## config.mk

```make
export PLATFORM = sky130hd
export DESIGN_NAME = scl_clkgen
export DESIGN_NICKNAME = d
export VERILOG_FILES = /design/src/rtl/scl_clkgen_pkg.sv /design/src/rtl/scl_phase_calc.sv /design/src/rtl/scl_phase_timer.sv /design/src/rtl/scl_phase_fsm.sv /design/src/rtl/scl_clkgen.sv
export SDC_FILE = /design/constraint.sdc
export NUM_CORES = 1
export LEC_CHECK = 0
export ABC_AREA = 1
export BUFFER_PORTS_ARGS = -buffer_cell sky130_fd_sc_hd__buf_4
export CAP_MARGIN = 10
export CORE_MARGIN = 4
export CORE_UTILIZATION = 40
export CTS_BUF_LIST = sky130_fd_sc_hd__clkbuf_4
export CTS_CLUSTER_DIAMETER = 120
export DETAILED_ROUTE_END_ITERATION = 7
export MAX_ROUTING_LAYER = met4
export PLACE_DENSITY = 0.69
export SYNTH_ARGS = -nofsm -noshare
export SYNTH_HDL_FRONTEND = slang
export SYNTH_SLANG_ARGS = --single-unit
export TNS_END_PERCENT = 20
```

## constraint.sdc

```tcl
create_clock -name clk -period 5.9 [get_ports clk]
set_input_delay 1.18 -clock clk [delete_from_list [all_inputs] [get_ports clk]]
set_output_delay 1.18 -clock clk [all_outputs]
set_load 0.01 [all_outputs]
```

## src/rtl/scl_clkgen_pkg.sv

```systemverilog
package scl_clkgen_pkg;

    localparam int unsigned DEF_CNT_W      = 12;
    localparam int unsigned DEF_RISE_W     = 6;
    localparam int unsigned STD_MIN_COUNT  = 4;
    localparam int unsigned FAST_MIN_COUNT = 1;

    typedef enum logic [1:0] {
        PH_IDLE    = 2'd0,
        PH_LOW     = 2'd1,
        PH_WAIT_HI = 2'd2,
        PH_HIGH    = 2'd3
    } phase_t;

    typedef enum logic [1:0] {
        RATIO_1_1  = 2'd0,
        RATIO_2_1  = 2'd1,
        RATIO_16_9 = 2'd2
    } ratio_t;

    typedef struct packed {
        logic clear;
        logic load;
        logic inc;
    } timer_ctl_t;

    function automatic ratio_t pick_ratio(input logic fast, input logic duty);
        if (!fast)     return RATIO_1_1;
        else if (duty) return RATIO_16_9;
        else           return RATIO_2_1;
    endfunction

endpackage

```

## src/rtl/scl_phase_calc.sv

```systemverilog
module scl_phase_calc
    import scl_clkgen_pkg::*;
#(
    parameter int unsigned CNT_W  = DEF_CNT_W,
    parameter int unsigned RISE_W = DEF_RISE_W,
    parameter int unsigned LEN_W  = CNT_W + 5
) (
    input  logic              clk,
    input  logic              rst,
    input  logic [CNT_W-1:0]  count,
    input  logic              fast,
    input  logic              duty,
    input  logic [RISE_W-1:0] rise,
    output logic [LEN_W-1:0]  low_len,
    output logic [LEN_W-1:0]  high_len
);

    logic [LEN_W-1:0] base;
    logic [LEN_W-1:0] high_raw;
    logic [LEN_W-1:0] rise_ext;
    ratio_t           ratio;

    // Per-mode floor on the divider count.
    always_comb begin
        if (!fast) begin
            base = (count < CNT_W'(STD_MIN_COUNT)) ? LEN_W'(STD_MIN_COUNT) : LEN_W'(count);
        end else begin
            base = (count < CNT_W'(FAST_MIN_COUNT)) ? LEN_W'(FAST_MIN_COUNT) : LEN_W'(count);
        end
    end

    // Ratio scaling done with shifts and one add.
    always_comb begin
        ratio = pick_ratio(fast, duty);
        unique case (ratio)
            RATIO_2_1: begin
                low_len  = base << 1;
                high_raw = base;
            end
            RATIO_16_9: begin
                low_len  = base << 4;
                high_raw = (base << 3) + base;
            end
            default: begin
                low_len  = base;
                high_raw = base;
            end
        endcase
    end

    // Rise-time credit, floored at one cycle.
    assign rise_ext = LEN_W'(rise);
    assign high_len = (high_raw > rise_ext) ? (high_raw - rise_ext) : LEN_W'(1);

    assert_high_floor_R6: assert property (@(posedge clk) disable iff (rst)
        high_len != '0);

    assert_std_floor_R4: assert property (@(posedge clk) disable iff (rst)
        !fast |-> (low_len >= LEN_W'(STD_MIN_COUNT)));

endmodule

```

## src/rtl/scl_phase_timer.sv

```systemverilog
module scl_phase_timer
    import scl_clkgen_pkg::*;
#(
    parameter int unsigned LEN_W = DEF_CNT_W + 5
) (
    input  logic             clk,
    input  logic             rst,
    input  timer_ctl_t       ctl,
    input  logic [LEN_W-1:0] target,
    output logic             at_end
);

    logic [LEN_W-1:0] cnt_q;

    always_ff @(posedge clk) begin
        if (rst || ctl.clear) begin
            cnt_q <= '0;
        end else if (ctl.load) begin
            cnt_q <= LEN_W'(1);
        end else if (ctl.inc) begin
            cnt_q <= cnt_q + LEN_W'(1);
        end
    end

    assign at_end = (cnt_q >= target);

    assert_no_overflow_R1: assert property (@(posedge clk) disable iff (rst)
        ctl.inc |-> (cnt_q != '1));

endmodule

```

## src/rtl/scl_phase_fsm.sv

```systemverilog
module scl_phase_fsm
    import scl_clkgen_pkg::*;
(
    input  logic       clk,
    input  logic       rst,
    input  logic       run_en,
    input  logic       scl_in,
    input  logic       at_end,
    output timer_ctl_t tctl,
    output logic       sel_high,
    output logic       scl_drive_low,
    output logic       high_start,
    output logic       low_start
);

    phase_t state_q, state_d;
    logic   low_pulse_d, high_pulse_d;
    logic   low_start_q, high_start_q;

    always_comb begin
        state_d      = state_q;
        tctl         = '0;
        low_pulse_d  = 1'b0;
        high_pulse_d = 1'b0;
        if (!run_en) begin
            state_d    = PH_IDLE;
            tctl.clear = 1'b1;
        end else begin
            unique case (state_q)
                PH_IDLE: begin
                    state_d     = PH_LOW;
                    tctl.load   = 1'b1;
                    low_pulse_d = 1'b1;
                end
                PH_LOW: begin
                    if (at_end) begin
                        state_d    = PH_WAIT_HI;
                        tctl.clear = 1'b1;
                    end else begin
                        tctl.inc = 1'b1;
                    end
                end
                PH_WAIT_HI: begin
                    if (scl_in) begin
                        state_d      = PH_HIGH;
                        tctl.load    = 1'b1;
                        high_pulse_d = 1'b1;
                    end
                end
                PH_HIGH: begin
                    if (at_end) begin
                        state_d     = PH_LOW;
                        tctl.load   = 1'b1;
                        low_pulse_d = 1'b1;
                    end else begin
                        tctl.inc = 1'b1;
                    end
                end
                default: begin
                    state_d    = PH_IDLE;
                    tctl.clear = 1'b1;
                end
            endcase
        end
    end

    always_ff @(posedge clk) begin
        if (rst) begin
            state_q      <= PH_IDLE;
            low_start_q  <= 1'b0;
            high_start_q <= 1'b0;
        end else begin
            state_q      <= state_d;
            low_start_q  <= low_pulse_d;
            high_start_q <= high_pulse_d;
        end
    end

    assign sel_high      = (state_q == PH_HIGH);
    assign scl_drive_low = (state_q == PH_LOW);
    assign low_start     = low_start_q;
    assign high_start    = high_start_q;

    assert_pulse_excl_R9: assert property (@(posedge clk) disable iff (rst)
        !(low_start && high_start));

    assert_low_start_drive_R9: assert property (@(posedge clk) disable iff (rst)
        low_start |-> scl_drive_low);

    assert_rise_has_pulse_R9: assert property (@(posedge clk) disable iff (rst)
        $rose(scl_drive_low) |-> low_start);

    assert_high_after_line_R7: assert property (@(posedge clk) disable iff (rst)
        high_start |-> (!scl_drive_low && $past(scl_in)));

    assert_idle_release_R8: assert property (@(posedge clk) disable iff (rst)
        !run_en |=> (!scl_drive_low && !low_start && !high_start));

endmodule

```

## src/rtl/scl_clkgen.sv

```systemverilog
module scl_clkgen
    import scl_clkgen_pkg::*;
#(
    parameter int unsigned CNT_W  = DEF_CNT_W,
    parameter int unsigned RISE_W = DEF_RISE_W
) (
    input  logic              clk,
    input  logic              rst,
    input  logic              run_en,
    input  logic [CNT_W-1:0]  clk_div_count,
    input  logic              fast_mode,
    input  logic              duty_16_9,
    input  logic [RISE_W-1:0] rise_count,
    input  logic              scl_in,
    output logic              scl_drive_low,
    output logic              high_start,
    output logic              low_start
);

    localparam int unsigned LEN_W = CNT_W + 5;

    logic [LEN_W-1:0] low_len;
    logic [LEN_W-1:0] high_len;
    logic [LEN_W-1:0] target;
    logic             at_end;
    logic             sel_high;
    timer_ctl_t       tctl;

    scl_phase_calc #(
        .CNT_W  (CNT_W),
        .RISE_W (RISE_W),
        .LEN_W  (LEN_W)
    ) u_calc (
        .clk      (clk),
        .rst      (rst),
        .count    (clk_div_count),
        .fast     (fast_mode),
        .duty     (duty_16_9),
        .rise     (rise_count),
        .low_len  (low_len),
        .high_len (high_len)
    );

    assign target = sel_high ? high_len : low_len;

    scl_phase_timer #(
        .LEN_W (LEN_W)
    ) u_timer (
        .clk    (clk),
        .rst    (rst),
        .ctl    (tctl),
        .target (target),
        .at_end (at_end)
    );

    scl_phase_fsm u_fsm (
        .clk           (clk),
        .rst           (rst),
        .run_en        (run_en),
        .scl_in        (scl_in),
        .at_end        (at_end),
        .tctl          (tctl),
        .sel_high      (sel_high),
        .scl_drive_low (scl_drive_low),
        .high_start    (high_start),
        .low_start     (low_start)
    );

endmodule

```

; ---- Yosys cells after proc, flatten, opt, wreduce, memory -nomap -nowiden
; Index checks and enable logic that the tools add are counted.
[classes]
bitwise_logic = 2
n_lt_le_gt_ge = 4
n_reduce_logical = 8
n_addsub = 3
mux = 24
n_eq_ne = 8
[op_table]
columns = operator, count
row1 = 17-bit two-way mux, 4
row2 = 17-bit one-hot mux with 2 select lines, 1
row3 = 12-bit two-way mux, 2
row4 = 17-bit by 1-bit adder with 17-bit output (second input constant), 1
row5 = 17-bit adder, 1
row6 = 17-bit greater-or-equal comparator, 1
row7 = 17-bit by 6-bit > comparator with 1-bit output, 1
row8 = 17-bit by 6-bit subtractor with 17-bit output, 1
row9 = 12-bit by 1-bit less-than comparator with 1-bit output (second input constant), 1
row10 = 12-bit by 3-bit less-than comparator with 1-bit output (second input constant), 1
row11 = 2-bit two-way mux, 6
row12 = 1-bit two-way mux, 8
row13 = 2-bit one-hot mux with 4 select lines, 1
row14 = 2-bit == test (second input constant), 3
row15 = 2-bit OR reduction, 3
row16 = 2-bit by 1-bit == test with 1-bit output (second input constant), 2
row17 = 2-bit != test (second input constant), 2
row18 = 1-bit one-hot mux with 3 select lines, 1
row19 = 3-bit AND reduction, 1
row20 = 3-bit OR reduction, 1
row21 = 2-bit zero test, 1
row22 = 2-bit by 1-bit != test with 1-bit output (second input constant), 1
row23 = 1-bit NOT, 2
row24 = 1-bit one-hot mux with 2 select lines, 1
row25 = other kinds (2), 2
[totals]
elab_cells = 54
out_inout_bits = 3
regBits = 21
in_bits = 24

; ---- Depth between registers and ports, before layout
; Gate-level depths: netlist (run 1).
[logic_depth]
ltp_word = 14
mapped_depth = 38
depth_no_buf = 38

; ---- By module
; A second synthesis (run 1) with hierarchy kept.
[hier_totals]
hier_cells = 640
area_unflattened_um2 = 3671.0
[by_module_without_submodules]
columns = mod, instances, seq_area_each_um2, cells_each, area_each_um2
row1 = scl_phase_calc, 1, 0.0, 341, 1790.5
row2 = scl_phase_timer, 1, 340.3, 206, 1326.3
row3 = scl_phase_fsm, 1, 80.1, 38, 299.0
row4 = scl_clkgen, 1, 0.0, 55, 255.2

; ---- Worst setup path after synthesis (run 1)
; OpenSTA, ideal clock, no wires.
[synth_timing]
path_kind = input port to flip-flop
start = in clk_div_count[9]
end = reg u_timer.cnt_q[15]
cell_stages = 34
n_path_buf = 1
setup_ps = 117
setup_slack_ps = 176
required_time_ps = 5783
arrival_time_ps = 5606
cell_sequence = inv_1 nand4_1 nor2_1 nand2_1 o21bai_1 nand2_1 inv_1 ha_1 inv_1 fa_1 o21ai_0 ha_1 a21oi_1 o21ai_0 nor2_1 nor2_1 nor2_2 nand3_2 nor2_4 nand4_4 nand3_2 inv_1 nand3_1 ha_1 nand2_1 inv_1 a221oi_1 o21a_1 nand2_1 nor2_4 nand2_1 buf_4 a21oi_1 nor2_1
[synth_between]
elab_chain_len = 14
elab_cells_between_ends = 22
classes_between = add/sub (2) / order compare (4) / mux (14) / reduce/logical (2)
[synth_rtl]
columns = element, line
row1 = start: declaration, scl_clkgen.sv:10  ; input logic [CNT_W-1:0] clk_div_count,
row2 = 12-bit by 3-bit less-than comparator with 1-bit output / 12-bit by 1-bit less-than comparator with 1-bit output (equally long branches), "scl_phase_calc.sv:26, scl_phase_calc.sv:28"
row3 = "12-bit two-way mux, on equally long branches", "scl_phase_calc.sv:26, scl_phase_calc.sv:28"
row4 = 17-bit two-way mux (*), scl_phase_calc.sv:25  ; if (!fast) begin
row5 = 17-bit adder, scl_phase_calc.sv:42  ; high_raw = (base << 3) + base;
row6 = 17-bit two-way mux, scl_phase_calc.sv:35  ; unique case (ratio)
row7 = 17-bit by 6-bit subtractor with 17-bit output / 17-bit by 6-bit > comparator with 1-bit output (equally long branches), scl_phase_calc.sv:53  ; assign high_len = (high_raw > rise_ext) ? (high_raw - rise_ext) : LEN_W'(1);
row8 = 17-bit two-way mux, scl_phase_calc.sv:53
row9 = 17-bit two-way mux (*), scl_clkgen.sv:44  ; assign target = sel_high ? high_len : low_len;
row10 = 17-bit greater-or-equal comparator (*), scl_phase_timer.sv:25  ; assign at_end = (cnt_q >= target);
row11 = 1-bit two-way mux, "scl_phase_fsm.sv:36, scl_phase_fsm.sv:51"
row12 = 1-bit two-way mux, scl_phase_fsm.sv:29  ; unique case (state_q)
row13 = 1-bit two-way mux, scl_phase_fsm.sv:25  ; if (!run_en) begin
row14 = 1-bit logical OR, scl_phase_timer.sv:16  ; if (rst || ctl.clear) begin
row15 = 2-bit OR reduction (no source line), --
row16 = end signal: assignment, scl_phase_timer.sv:21  ; cnt_q <= cnt_q + LEN_W'(1);
row17 = end: declaration, scl_phase_timer.sv:13  ; logic [LEN_W-1:0] cnt_q;
; Every way passes the cells marked *; elsewhere a longest branch is shown, timed or not.
; A chain may end at the register's enable or synchronous reset.

; ---- Worst setup path after layout (run 1)
[layout_timing]
start = in clk_div_count[11]
end = reg u_timer.cnt_q[15]
; The elaborated chain is that of the path after synthesis.

==> results of run 1 <==
==> worst register-to-register path, stage by stage, from the launching register on <==
cell and delay, ns:
sky130_fd_sc_hd__dfxtp_1 0.45, sky130_fd_sc_hd__ha_1 0.66, sky130_fd_sc_hd__inv_1 0.42, sky130_fd_sc_hd__nand2_1 0.25, sky130_fd_sc_hd__o32ai_1 0.11, sky130_fd_sc_hd__nor2_1 0.16
sky130_fd_sc_hd__ha_1 0.27, sky130_fd_sc_hd__a21oi_1 0.16, sky130_fd_sc_hd__o21ai_1 0.11, sky130_fd_sc_hd__a21oi_1 0.11, sky130_fd_sc_hd__o21ai_0 0.09, sky130_fd_sc_hd__nand2_1 0.11
sky130_fd_sc_hd__nand2_2 0.09, sky130_fd_sc_hd__nor2_4 0.18, sky130_fd_sc_hd__nand2_4 0.09, sky130_fd_sc_hd__buf_12 0.15, sky130_fd_sc_hd__nor2_4 0.10, sky130_fd_sc_hd__a21oi_2 0.04
sky130_fd_sc_hd__nor2_1 0.09
==> sequential cells by signal (all words and copies together) (netlist names) <==
name	count
u_fsm.state_q	2
u_fsm.low_start	1
u_fsm.high_start	1
u_timer.cnt_q	17
==> final timing paths <==
kind                     startpoint           endpoint  slack, ns  cells after the start
setup / recovery  clk_div_count[11]  u_timer.cnt_q[15]     -0.007                     37
hold reg to reg   u_timer.cnt_q[12]  u_timer.cnt_q[12]       0.51                      2
setup reg to reg   u_fsm.state_q[1]  u_timer.cnt_q[15]       2.20                     18
hold / removal    u_timer.cnt_q[12]  u_timer.cnt_q[12]       0.51                      2
==> what timing repair did <==
action                                 4_1_cts  5_1_grt
cloned                                       0        3
buffers inserted                             2       10
setup endpoints to repair                   19       20
resized for setup                            4       75
pin swaps                                    2       40
endpoints found under the hold margin        0        0
==> cell type report <==
class / count / area share [%]
inverter: 86 / 7.42
multi-input combinational: 450 / 64.3
tap: 105 / 2.95
sequential: 21 / 9.44
clock buffer: 3 / 0.506
clock inverter: 1 / 0.169
timing repair buffer: 81 / 15.2
==> power groups by stage <==
stage                     registers (mW)  logic (mW)  clock network (mW)
after global placement             0.148       0.239                   0
after floorplan                    0.148       0.165                   0
final                              0.145       0.282              0.0753
after CTS                          0.145       0.248              0.0762
after detailed placement           0.148       0.245                   0
after global routing               0.146       0.314              0.0828
==> layout by cell type, fill, tap and decap left out, types with 7 or more instances in the layout <==
cell type	synthesis	final
sky130_fd_sc_hd__a21oi_1	38	31
sky130_fd_sc_hd__a21oi_2	0	7
sky130_fd_sc_hd__buf_4	1	68
sky130_fd_sc_hd__buf_6	1	9
sky130_fd_sc_hd__dfxtp_1	21	21
sky130_fd_sc_hd__ha_1	38	36
sky130_fd_sc_hd__inv_1	83	74
sky130_fd_sc_hd__inv_2	1	8
sky130_fd_sc_hd__nand2_1	134	125
sky130_fd_sc_hd__nand2_2	9	17
sky130_fd_sc_hd__nand3_1	54	46
sky130_fd_sc_hd__nand3_2	8	14
sky130_fd_sc_hd__nand4_1	13	13
sky130_fd_sc_hd__nor2_1	52	42
sky130_fd_sc_hd__nor2_2	6	12
sky130_fd_sc_hd__nor3_1	10	9
sky130_fd_sc_hd__o21ai_0	19	16
sky130_fd_sc_hd__o21ai_2	9	11
sky130_fd_sc_hd__xnor2_1	8	8
sky130_fd_sc_hd__xor2_1	12	11
==> kinds of logic (layout without fill, tap and decap cells) <==
family          count (synthesis)  after routing  synth area share [%]
compound gates                 87             87                  15.1
xor+xnor                       20             20                  5.00
fa+ha+maj                      40             40                  14.7
buf+inv                       106            171                  12.2
flops                          21             21                  12.0
simple gates                  303            303                  41.0
==> stage by stage <==
stage,hold WS [ns],worst slack [ns]
final,0.514,-0.00714
after global routing,0.540,-0.366
after CTS,0.512,0.00471
after detailed placement,0.495,-0.472
after global placement,0.480,-0.303
after floorplan,0.457,0.176
==> per-layer routing <==
layer	wire length (µm)	GRT usage (%)	share of wire, %
met1	4850	27.2	47
met2	4790	32.1	46
met3	560	2.34	5.4
met4	106	3.27	1.0
met5	0	-	0
==> flow_results.org, run 1 <==
** GRT
- Summed over all layers, the global routing overflow is 0.
- Initial antenna violation count :: 0
- Total GRT Usage :: 19.9%
- Wire length of the first global-routing pass :: 16500 µm
- Pin count of the biggest net entering global routing :: 20
- The via count of the first global-routing pass was 3634.

** STA
- Setup repair after global routing could not meet its margin everywhere.
- Time the final worst path needs with I/O delays and setup :: 5.91 ns
- The hold violation total from the final report was 0.
- In the post-route analysis, the smallest setup slack over all paths is -0.00714 ns.
- Final setup viols :: 1
- Relative slew margins :: 50.4%
- For the final database, setup skew stands at 0.0190 ns.
- For the pin with the worst max-slew slack, the measured transition is 0.737 ns.
- Final TNS setup :: -0.00714 ns
- The worst path uses 100% of the clock period.
- Maximum clock frequency :: 0.169 GHz
- The final max-slew violation count came to 0.

** Route
- Iteration count of the initial detailed-routing pass :: 5
- Remaining number of nets flagged by the antenna check after routing :: 0
- Mean number of vias per cell :: 5.33
- After detailed routing, the total wire length is 10300 µm.
- DRC errors left :: 0
- Vias after detailed routing :: 3985
- After detailed routing, the average wire length per cell comes to 13.8 µm.
- DR iter-0 viols :: 297

** CTS
- The root buffer cell chosen for the clock tree is sky130_fd_sc_hd__clkbuf_4.
- CTS built an H-tree with a depth of 1.
- Worst-path clk slew :: 0.12 ns
- TritonCTS clock tree :: yes
- CTS Buf Count :: 3
- Bufs on Longest Clock Path :: 2
- Skew-Pair Late Insertion Delay :: 0.33 ns
- Hold repair after CTS inserted 0 buffers.
- Number of clock sinks seen by CTS :: 21

** Logic synthesis
- Syn_nets :: 641
- Number of synthesized flops with an enable pin :: 0
- Fraction of synthesized cell area taken by the top area cell type :: 14.3%
- Synthesized area divided by synthesized cell count :: 6.08 µm²
- Most frequently used cell type in the post-synthesis netlist :: sky130_fd_sc_hd__nand2_1
- For this run, the register share of the synthesized area comes to 12.0%.
- Sorting the synthesized cells by how often they occur yields sky130_fd_sc_hd__nand2_1, sky130_fd_sc_hd__inv_1, sky130_fd_sc_hd__nand3_1, sky130_fd_sc_hd__nor2_1.
- Cell taking the most area after synthesis :: sky130_fd_sc_hd__nand2_1
- Yosys attributes the largest share of cell area to sky130_fd_sc_hd__nand2_1, sky130_fd_sc_hd__ha_1, sky130_fd_sc_hd__dfxtp_1.
- Post-synth cell types :: 45
- For this run, asynchronously set or reset flops after synthesis account for 0%.
- Cell count after synthesis :: 577
- In this run, synthesis produced a sequential element count of 21.
- Among all flip-flop cells after synthesis, the most frequent one is sky130_fd_sc_hd__dfxtp_1.
- The Yosys step of the flow raised 0 warnings.
- Netlist Area Pre-Place :: 3510 µm²

** Placed design
- Post-placement cell area :: 4040 µm²
- The congestion estimate from routability-driven global placement came to 0.964.
- DP HPWL :: 8070 µm
- Buffers placed on the I/O ports in this run total 26.
- After detailed placement, the design holds a cell count of 728.

** Finish
- The repair_antennas step left the layout with diodes totalling 0.
- Once layout is complete, the utilization of the core stands at 53.1%.
- Layout overhead on the synthesized area :: 27.0%
- In the final layout, the multi-input gates occupy 2860 µm².
- The post-route netlist has 28.2% of its cells at a drive strength greater than 1.
- Post-route non-filler standard cell count :: 747
- After the last flow step, the layout net total stands at 707.
- Counting the fill cells in the layout gives 826.
- Across the whole layout, storage elements account for 420 µm².
- The finished cells cover 4450 µm².

** Setup path
- Startpoint class of the critical path :: primary input
- Grouping stages by cell kind, the critical path spends the most delay in simple AND/OR/NAND/NOR gates.
- Of all nets on the critical path, the largest fanout is 7.
- Number of buffer and inverter instances along the worst setup path :: 5
- Data arrives at the worst endpoint at 6.16 ns.
- Among the stages of the critical path, the cell type that occurs most often is sky130_fd_sc_hd__nor2_1.
- Max incr delay on CP :: 0.52 ns
- Among all stages on the critical path, the largest delay is contributed by sky130_fd_sc_hd__fa_2.
- Data on the critical path is required at its endpoint by 6.16 ns.
- Category of the worst setup path capture point :: flop
- The critical path is of the in -> reg type.

** Power and ir drop
- Leakage Power :: 2.04 nW
- Proportion of power drawn by combinational gates :: 56.1%
- Pwr per Cell Area :: 113 nW/µm²
- Per report_power, the sequential group accounts for 28.9% of the total.
- Overall power consumption after layout is estimated at 0.503 mW.
- The analysis attributes to net switching a power of 0.215 mW.
- Internal power comes to 0.289 mW.
- Worst IR drop on VDD :: 0.0000946 V
- Clock network fraction of design power :: 15.0%
- Of the total power, the share spent switching nets is 42.6%.

** Die
- Chip Width :: 102 µm
- Die ar. :: 10300 µm²
- Floorplan row count :: 33
- The initial utilization of the core area, before any placement, comes to 41.8%.
- In this run the vertical extent of the chip is 102 µm.
- Pin placement for this block handled 27 I/O pins.
- Core area :: 8380 µm²

** Hold path
- Class of the worst hold path :: reg -> reg

** Flow run
- Across the run, the number of max-cap violations was 0.

** Run status
- The final reports fail on negative setup slack.
- The run finished, with violations left.
No activity file was read; power rests on OpenSTA's default activity.
==> run 2, diff against run 1 <==
--- a/config.mk
+++ b/config.mk
@@ -8,13 +8,15 @@
 export ABC_AREA = 1
 export BUFFER_PORTS_ARGS = -buffer_cell sky130_fd_sc_hd__buf_4
 export CAP_MARGIN = 10
+export CELL_PAD_IN_SITES_DETAIL_PLACEMENT = 1
+export CELL_PAD_IN_SITES_GLOBAL_PLACEMENT = 1
 export CORE_MARGIN = 4
 export CORE_UTILIZATION = 40
 export CTS_BUF_LIST = sky130_fd_sc_hd__clkbuf_4
 export CTS_CLUSTER_DIAMETER = 120
 export DETAILED_ROUTE_END_ITERATION = 7
 export MAX_ROUTING_LAYER = met4
-export PLACE_DENSITY = 0.69
+export PLACE_DENSITY = 0.9
 export SYNTH_ARGS = -nofsm -noshare
 export SYNTH_HDL_FRONTEND = slang
 export SYNTH_SLANG_ARGS = --single-unit
==> run 2 against run 1 <==
  * The flow still finishes with violations (negative setup slack)
  * Combinational power increased by 40%
  * Total power up 23%
  * Global-route usage grew 16 points
  * Routed wire length is 110% higher
  * Cell count up 2.3%
  * Clock skew hardly changed
  * Die area is the same
  * Sequential share of layout area shrank 0.87 points
  * Via count rose by 32%
  * Critical path depth up 5
  * Worst hold slack improved by 0.077 ns
  * First-iteration DRC count grew 89%
  * Largest cell class unchanged
==> flow_results.org, run 2 (synthesized netlist as in run 1, its figures left out) <==
** CTS
- Number of clock sinks seen by CTS :: 21
- H-tree depth :: 1
- Clock root cell :: sky130_fd_sc_hd__clkbuf_4
- Skew-Pair Late Insertion Delay :: 0.33 ns
- CTS Buf Count :: 3
- Hold repair after CTS inserted 0 buffers.
- TritonCTS clock tree :: yes
- Worst-path clk slew :: 0.15 ns
- The clock passes through at most 2 buffers.

** STA
- After layout, the worst setup slack is -0.601 ns.
- For the finished layout, the period the worst path requires is 6.50 ns.
- Final TNS setup :: -11.06 ns
- The final max-slew violation count was 0.
- Clock skew on the completed layout was measured at 0.0190 ns.
- At the pin with the least slew margin, the transition time is 0.859 ns.
- Setup violations remaining at the end of the flow were counted as 20.
- Maximum clock frequency :: 0.154 GHz
- Crit share post-route :: 110%
- Relative slew margins :: 42.7%
- Hold slack :: 0.592 ns
- Unrepaired setup endpoints after global routing :: true
- The hold violation total from the final report was 0.

** Route
- Iteration count of the initial detailed-routing pass :: 5
- Routed wirelength normalized by instance count :: 28.5 µm
- Mean number of vias per cell :: 6.87
- DRC errors left :: 0
- DR iter-0 viols :: 562
- Total wire length after detailed routing :: 21800 µm
- Remaining number of nets flagged by the antenna check after routing :: 0
- Vias after detailed routing :: 5249

** Power and ir drop
- Internal power comes to 0.315 mW.
- The share of total power dissipated in combinational logic is 63.9%.
- In this run the power density over the cells is 126 nW/µm².
- The analysis attributes to cell leakage a power of 2.18 nW.
- Share of total power in sequential cells :: 23.6%
- Clock network fraction of design power :: 12.6%
- Across the VDD grid, the largest voltage drop is 0.0000908 V.
- Switching power :: 0.305 mW
- Of the total power, the share spent switching nets is 49.2%.

** Setup path
- For the worst setup path, the data arrival time is 6.72 ns.
- Together, buffers and inverters on the worst path number 12.
- For this design, the slowest cell found on the critical path is sky130_fd_sc_hd__fa_2.
- Worst Path Class, Setup :: in -> reg
- The cell that appears most often on the critical path is sky130_fd_sc_hd__buf_4.
- Data on the critical path is required at its endpoint by 6.12 ns.
- Startpoint class of the critical path :: primary input
- Worst-path fanout max :: 7
- Max incr delay on CP :: 0.34 ns
- Dominant delay contributor by cell family on the critical path :: simple AND/OR/NAND/NOR gates
- Category of the worst setup path capture point :: flop

** Placed design
- The congestion estimate from routability-driven global placement came to 0.944.
- IO buf count :: 26
- The wire-length estimate of the detail-placed layout is 10500 µm.
- The placed instances occupy a cell area of 4080 µm².

** Flow run
- Number of maximum-capacitance constraint violations :: 0

** Finish
- Register name with the most flops :: u_timer.cnt_q
- Highest-count cells in the layout ignoring fill and taps :: sky130_fd_sc_hd__nand2_1, sky130_fd_sc_hd__buf_4, sky130_fd_sc_hd__inv_1
- Flip-flop count of the largest register, all copies and words added :: 17
- Final Util :: 58.5%
- Filler cell count :: 1075
- Leading registers by flop count :: u_timer.cnt_q x17, u_fsm.state_q x2
- Non-Filler Cell Area, Final :: 4900 µm²
- Proportion of layout cells with a drive suffix above 1 :: 36.0%
- Area occupied by registers :: 420 µm²
- The repair_antennas step left the layout with diodes totalling 0.
- The library cell used most frequently in the layout, excluding fill and tap cells, is sky130_fd_sc_hd__nand2_1.
- Multi-input gate area in the final layout :: 3160 µm²
- Layout overhead on the synthesized area :: 39.9%
- In the final design database the tool counted 724 nets.

** GRT
- The total overflow left after global routing is 0.
- Initial antenna violation count :: 0
- Wire length of the first global-routing pass :: 28000 µm
- Entering global routing, the biggest net connects 20 pins.
- Total GRT Usage :: 35.7%
- The via count of the first global-routing pass came to 5153.

** Run status
- The flow ran to the end, but the final reports show violations.
- The final reports fail on negative setup slack.

** Hold path
- Class of the worst hold path :: reg -> reg

** Die
- Pin placement for this block handled 27 I/O pins.
- Starting Density :: 41.8%
- The floorplan has 33 rows.
- In this run the horizontal extent of the chip is 102 µm.
- Die Y-Extent :: 102 µm
- The core region is 8380 µm².
- Die ar. :: 10300 µm²
[run 2: changes by cell type in the layout (fill, tap and decap cells not counted), moves of 4 or more]
| cell | delta |
|---|---|
| sky130_fd_sc_hd__nand3_2 | +5 |
| sky130_fd_sc_hd__a21oi_1 | -6 |
| sky130_fd_sc_hd__nor2_1 | -5 |
| sky130_fd_sc_hd__nand2_4 | +5 |
| sky130_fd_sc_hd__nor2_2 | +4 |
| sky130_fd_sc_hd__ha_1 | -5 |
| sky130_fd_sc_hd__ha_4 | +5 |
| sky130_fd_sc_hd__nand2_1 | -8 |
| sky130_fd_sc_hd__nand3_1 | -7 |
| sky130_fd_sc_hd__buf_4 | +16 |
[run 2: worst min-delay path, stage by stage (launching register included)]
cell and delay, ns:
sky130_fd_sc_hd__dfxtp_1 0.39, sky130_fd_sc_hd__nand2_1 0.11, sky130_fd_sc_hd__a21oi_1 0.06
[run 2: worst paths after layout]
check | start | end | slack [ns] | cells past startpoint
max reg2reg | u_fsm.state_q[0] | u_timer.cnt_q[10] | 1.47 | 17
min | u_fsm.state_q[1] | u_fsm.state_q[1] | 0.59 | 2
max | clk_div_count[8] | u_timer.cnt_q[15] | -0.60 | 42
min reg2reg | u_fsm.state_q[1] | u_fsm.state_q[1] | 0.59 | 2
[run 2: repair_timing]
action / CTS / global route
cloned: 2 / 0
pin swaps: 42 / 53
gates resized for setup: 65 / 76
buffers inserted: 16 / 12
endpoints found under the setup margin: 20 / 20
[run 2: cell type report]
class	count	share of cell area, %
flip-flops and latches	21	8.57
repair buffers	98	16.9
clock buffers	3	0.459
multi-input cells	450	64.5
well taps	105	2.68
clock inverters	1	0.102
inverters	86	6.79
[run 2: power by group through the flow]
stage | clock, mW | sequential [mW] | combinational (mW)
after CTS | 0.0715 | 0.145 | 0.299
after global routing | 0.0818 | 0.146 | 0.408
after global placement | 0 | 0.148 | 0.246
final | 0.0780 | 0.146 | 0.396
after detailed placement | 0 | 0.149 | 0.263
after floorplan | 0 | 0.148 | 0.165
[run 2: layer usage]
metal	global-route usage (%)	share of wire [%]	up-vias	wire [µm]
li1	-	-	2057	-
met1	41.8	36	2481	7810
met2	59.2	44	504	9670
met3	5.85	12	207	2590
met4	17.2	7.9	0	1730
met5	-	0	-	0
[run 2: metrics by stage]
step                      power, mW  setup WS [ns]  instances
after detailed placement      0.412         -0.745        731
after floorplan               0.314          0.176        577
after CTS                     0.516        -0.0118        753
after global routing          0.636         -0.705        764
after global placement        0.395         -0.285        731
final                         0.620         -0.601        764
==> run 3, diff against run 2 <==
--- a/config.mk
+++ b/config.mk
@@ -17,6 +17,7 @@
 export DETAILED_ROUTE_END_ITERATION = 7
 export MAX_ROUTING_LAYER = met4
 export PLACE_DENSITY = 0.9
+export RECOVER_POWER = 50
 export SYNTH_ARGS = -nofsm -noshare
 export SYNTH_HDL_FRONTEND = slang
 export SYNTH_SLANG_ARGS = --single-unit
==> constraint.sdc (replaced) <==
create_clock -name clk -period 5.9 [get_ports clk]
set_input_delay 1.18 -clock clk [delete_from_list [all_inputs] [get_ports clk]]
set_output_delay 1.18 -clock clk [all_outputs]
set_load 0.1 [all_outputs]
==> run 3 against run 2 <==
  * The flow still finishes with violations (negative setup slack)
  * Critical path depth down 6
  * Die area unchanged
  * Via count up 0.23%
  * Clock skew down 0.0024 ns
  * Routed wire length down 0.18%
  * Sequential power about the same
  * Sequential cell count unchanged
  * Cell area about the same
  * Non-clock buffer count unchanged
  * Cell count unchanged
  * Clock-buffer cell count unchanged
  * Largest cell class unchanged
==> flow_results.org, run 3 (synthesized netlist as in run 1, its figures left out) <==
** Route
- The detailed router placed 5261 vias in this run.
- In this run the remaining antenna-violating nets after routing total 0.
- DR iter-0 viols :: 573
- Total wire length after detailed routing :: 21800 µm
- Routed wirelength normalized by instance count :: 28.5 µm
- Mean number of vias per cell :: 6.89
- In the routed design, unresolved DRC markers number 0.
- For this run, the detailed router's first-pass iteration total came to 6.

** Setup path
- Category of the worst setup path capture point :: flop
- In this run the critical register-to-register path is launched from u_fsm.state_q[0].
- Worst R2R Path Depth :: 17
- On the worst path, the slowest cell contributes a delay of 0.57 ns.
- The worst setup path is of the in -> reg kind.
- Startpoint of the worst setup timing path :: clk_div_count[8]
- CP max-delay cell :: sky130_fd_sc_hd__fa_2
- CP Data Arrival Time :: 6.78 ns
- The most critical setup path has its endpoint at u_timer.cnt_q[15].
- The worst register-to-register path ends at u_timer.cnt_q[10].
- STA classifies the critical path startpoint as a primary input.
- R2r setup slk :: 1.44 ns
- In this run the worst path has a maximum fanout of 7.
- For the worst setup path, the data required time is 6.13 ns.

** Finish
- In the layout the commonest cells are sky130_fd_sc_hd__nand2_1, sky130_fd_sc_hd__buf_4, sky130_fd_sc_hd__inv_1.
- Most common library cell in the layout ignoring fill and taps :: sky130_fd_sc_hd__nand2_1
- Compared with the post-synthesis result, the final layout area differs by 39.8%.
- Final Util :: 58.5%
- Non-Filler Cell Area, Final :: 4900 µm²
- The post-route netlist has 35.8% of its cells at a drive strength greater than 1.
- Filler cell count :: 1075
- The register with the most flip-flops in the final layout is u_timer.cnt_q.
- Flip-flop count of the largest register, all copies and words added :: 17
- After the last flow step, the layout net total stands at 724.
- Post-route non-filler standard cell count :: 764
- Leading registers by flop count :: u_timer.cnt_q x17, u_fsm.state_q x2
- The number of antenna diodes in the final layout is 0.

** Die
- 27 I/O pins were placed.
- Die Y-Extent :: 102 µm
- Floorplan row count :: 33
- Core area :: 8380 µm²
- Once the floorplan was initialized, standard cells occupied 41.8% of the core.
- The die covers 10300 µm².
- Chip Width :: 102 µm

** CTS
- Clock root cell :: sky130_fd_sc_hd__clkbuf_4
- In this run the number of H-tree levels came out at 1.
- CTS Buf Count :: 3
- TritonCTS built the clock tree.
- Bufs on Longest Clock Path :: 2
- Clock-pin slew was measured on the worst setup and hold paths at 0.15 ns.
- The clock net in this run drives a total of 21 sinks.
- Skew-Pair Late Insertion Delay :: 0.33 ns

** Hold path
- The worst hold path belongs to the class reg -> reg.

** GRT
- Vias in the first global route :: 5153
- Remaining Overflow, GRT :: 0
- Total GRT Usage :: 35.7%
- Initial antenna violation count :: 0
- Pin count of the biggest net entering global routing :: 20
- Wire length of the first global-routing pass :: 28000 µm

** Placed design
- IO buf count :: 26
- Including well taps, the total number of placed cells is 731.
- Final RePlAce weighted congestion :: 0.944
- After detailed placement, the total cell area comes to 4080 µm².
- The HPWL after detailed placement is 10500 µm.
- At the placement stage, the worst setup path has a slack of -0.745 ns.

** Power and ir drop
- Worst IR drop on VDD :: 0.000107 V
- For this design the ratio of total power to cell area is 128 nW/µm².
- For this design the static power due to leakage is 2.18 nW.
- The design draws 0.628 mW.

** Run status
- The run finished, with violations left.
- The checks that failed: negative setup slack.

** STA
- The clock arrives with 0.0166 ns of skew.
- Number of hold violations in the final report :: 0
- Final slew viol count :: 0
- Measured slew at the worst slew-check pin :: 1.16 ns
- Setup violations remaining at the end of the flow were counted as 20.
- Relative slew margins :: 22.7%
- Final TNS setup :: -12.09 ns
- Maximum clock frequency :: 0.153 GHz
- After layout, the minimum clock period comes to 6.55 ns.
- Post-layout worst setup margin :: -0.650 ns
- On the final layout, the worst hold slack is 0.586 ns.
- Crit share post-route :: 111%
- Setup repair after global routing could not meet its margin everywhere.

** Flow run
- The tool flagged a number of max-cap violations equal to 0.
-- run 3: changes by cell type in the layout (fill, tap and decap cells not counted), sizes merged --
cell | previous run | this run
clkbuf | 3 | 4
buf | 98 | 97
-- run 3: worst min path at each step --
stage                      startpoint           endpoint  slack, ns  cells past startpoint
finish               u_fsm.state_q[1]   u_fsm.state_q[1]       0.59                      2
global route         u_fsm.state_q[1]   u_fsm.state_q[1]       0.61                      2
CTS                 u_timer.cnt_q[12]  u_timer.cnt_q[12]       0.52                      2
detailed placement   u_timer.cnt_q[9]   u_timer.cnt_q[9]       0.48                      2
global placement     u_timer.cnt_q[9]   u_timer.cnt_q[9]       0.48                      2
floorplan            u_timer.cnt_q[9]   u_timer.cnt_q[9]       0.46                      2
-- run 3: critical path: cells and delay by family --
family          cells  cell delay [ns]
simple gates       16             1.96
fa+ha+maj           4             1.40
compound gates      6             1.03
buf+inv             9             0.93
xor+xnor            1             0.26
-- run 3: metal layers --
layer | wire length, µm | share of wire (%) | track usage (%) | up-vias
li1 | - | - | - | 2057
met1 | 7710 | 35 | 41.8 | 2458
met2 | 9590 | 44 | 59.2 | 533
met3 | 2670 | 12 | 5.85 | 213
met4 | 1790 | 8.2 | 17.2 | 0
met5 | 0 | 0 | - | -
-- run 3: what timing repair did --
action	4_1_cts	5_1_grt
cloned	2	0
hold buffers	0	0
pin swaps	42	53
setup buffers	16	12
resized for setup	65	76
endpoints found under the setup margin	20	20
-- run 3: final cells by class --
| type | instances | area (µm²) | area share (%) |
|---|---|---|---|
| sequential | 21 | 420 | 8.58 |
| clock buffer | 3 | 22.5 | 0.460 |
| inverter | 86 | 333 | 6.79 |
| clock inverter | 1 | 5.00 | 0.102 |
| timing repair buffer | 98 | 826 | 16.8 |
| tap | 105 | 131 | 2.68 |
| multi-input combinational | 450 | 3160 | 64.5 |
-- run 3: power by group --
group | leakage (nW) | switching, mW | internal [mW]
sequential | 0.170 | 0.00235 | 0.144
combinational | 1.99 | 0.258 | 0.146
clock | 0.0177 | 0.0533 | 0.0255
total | 2.18 | 0.313 | 0.315
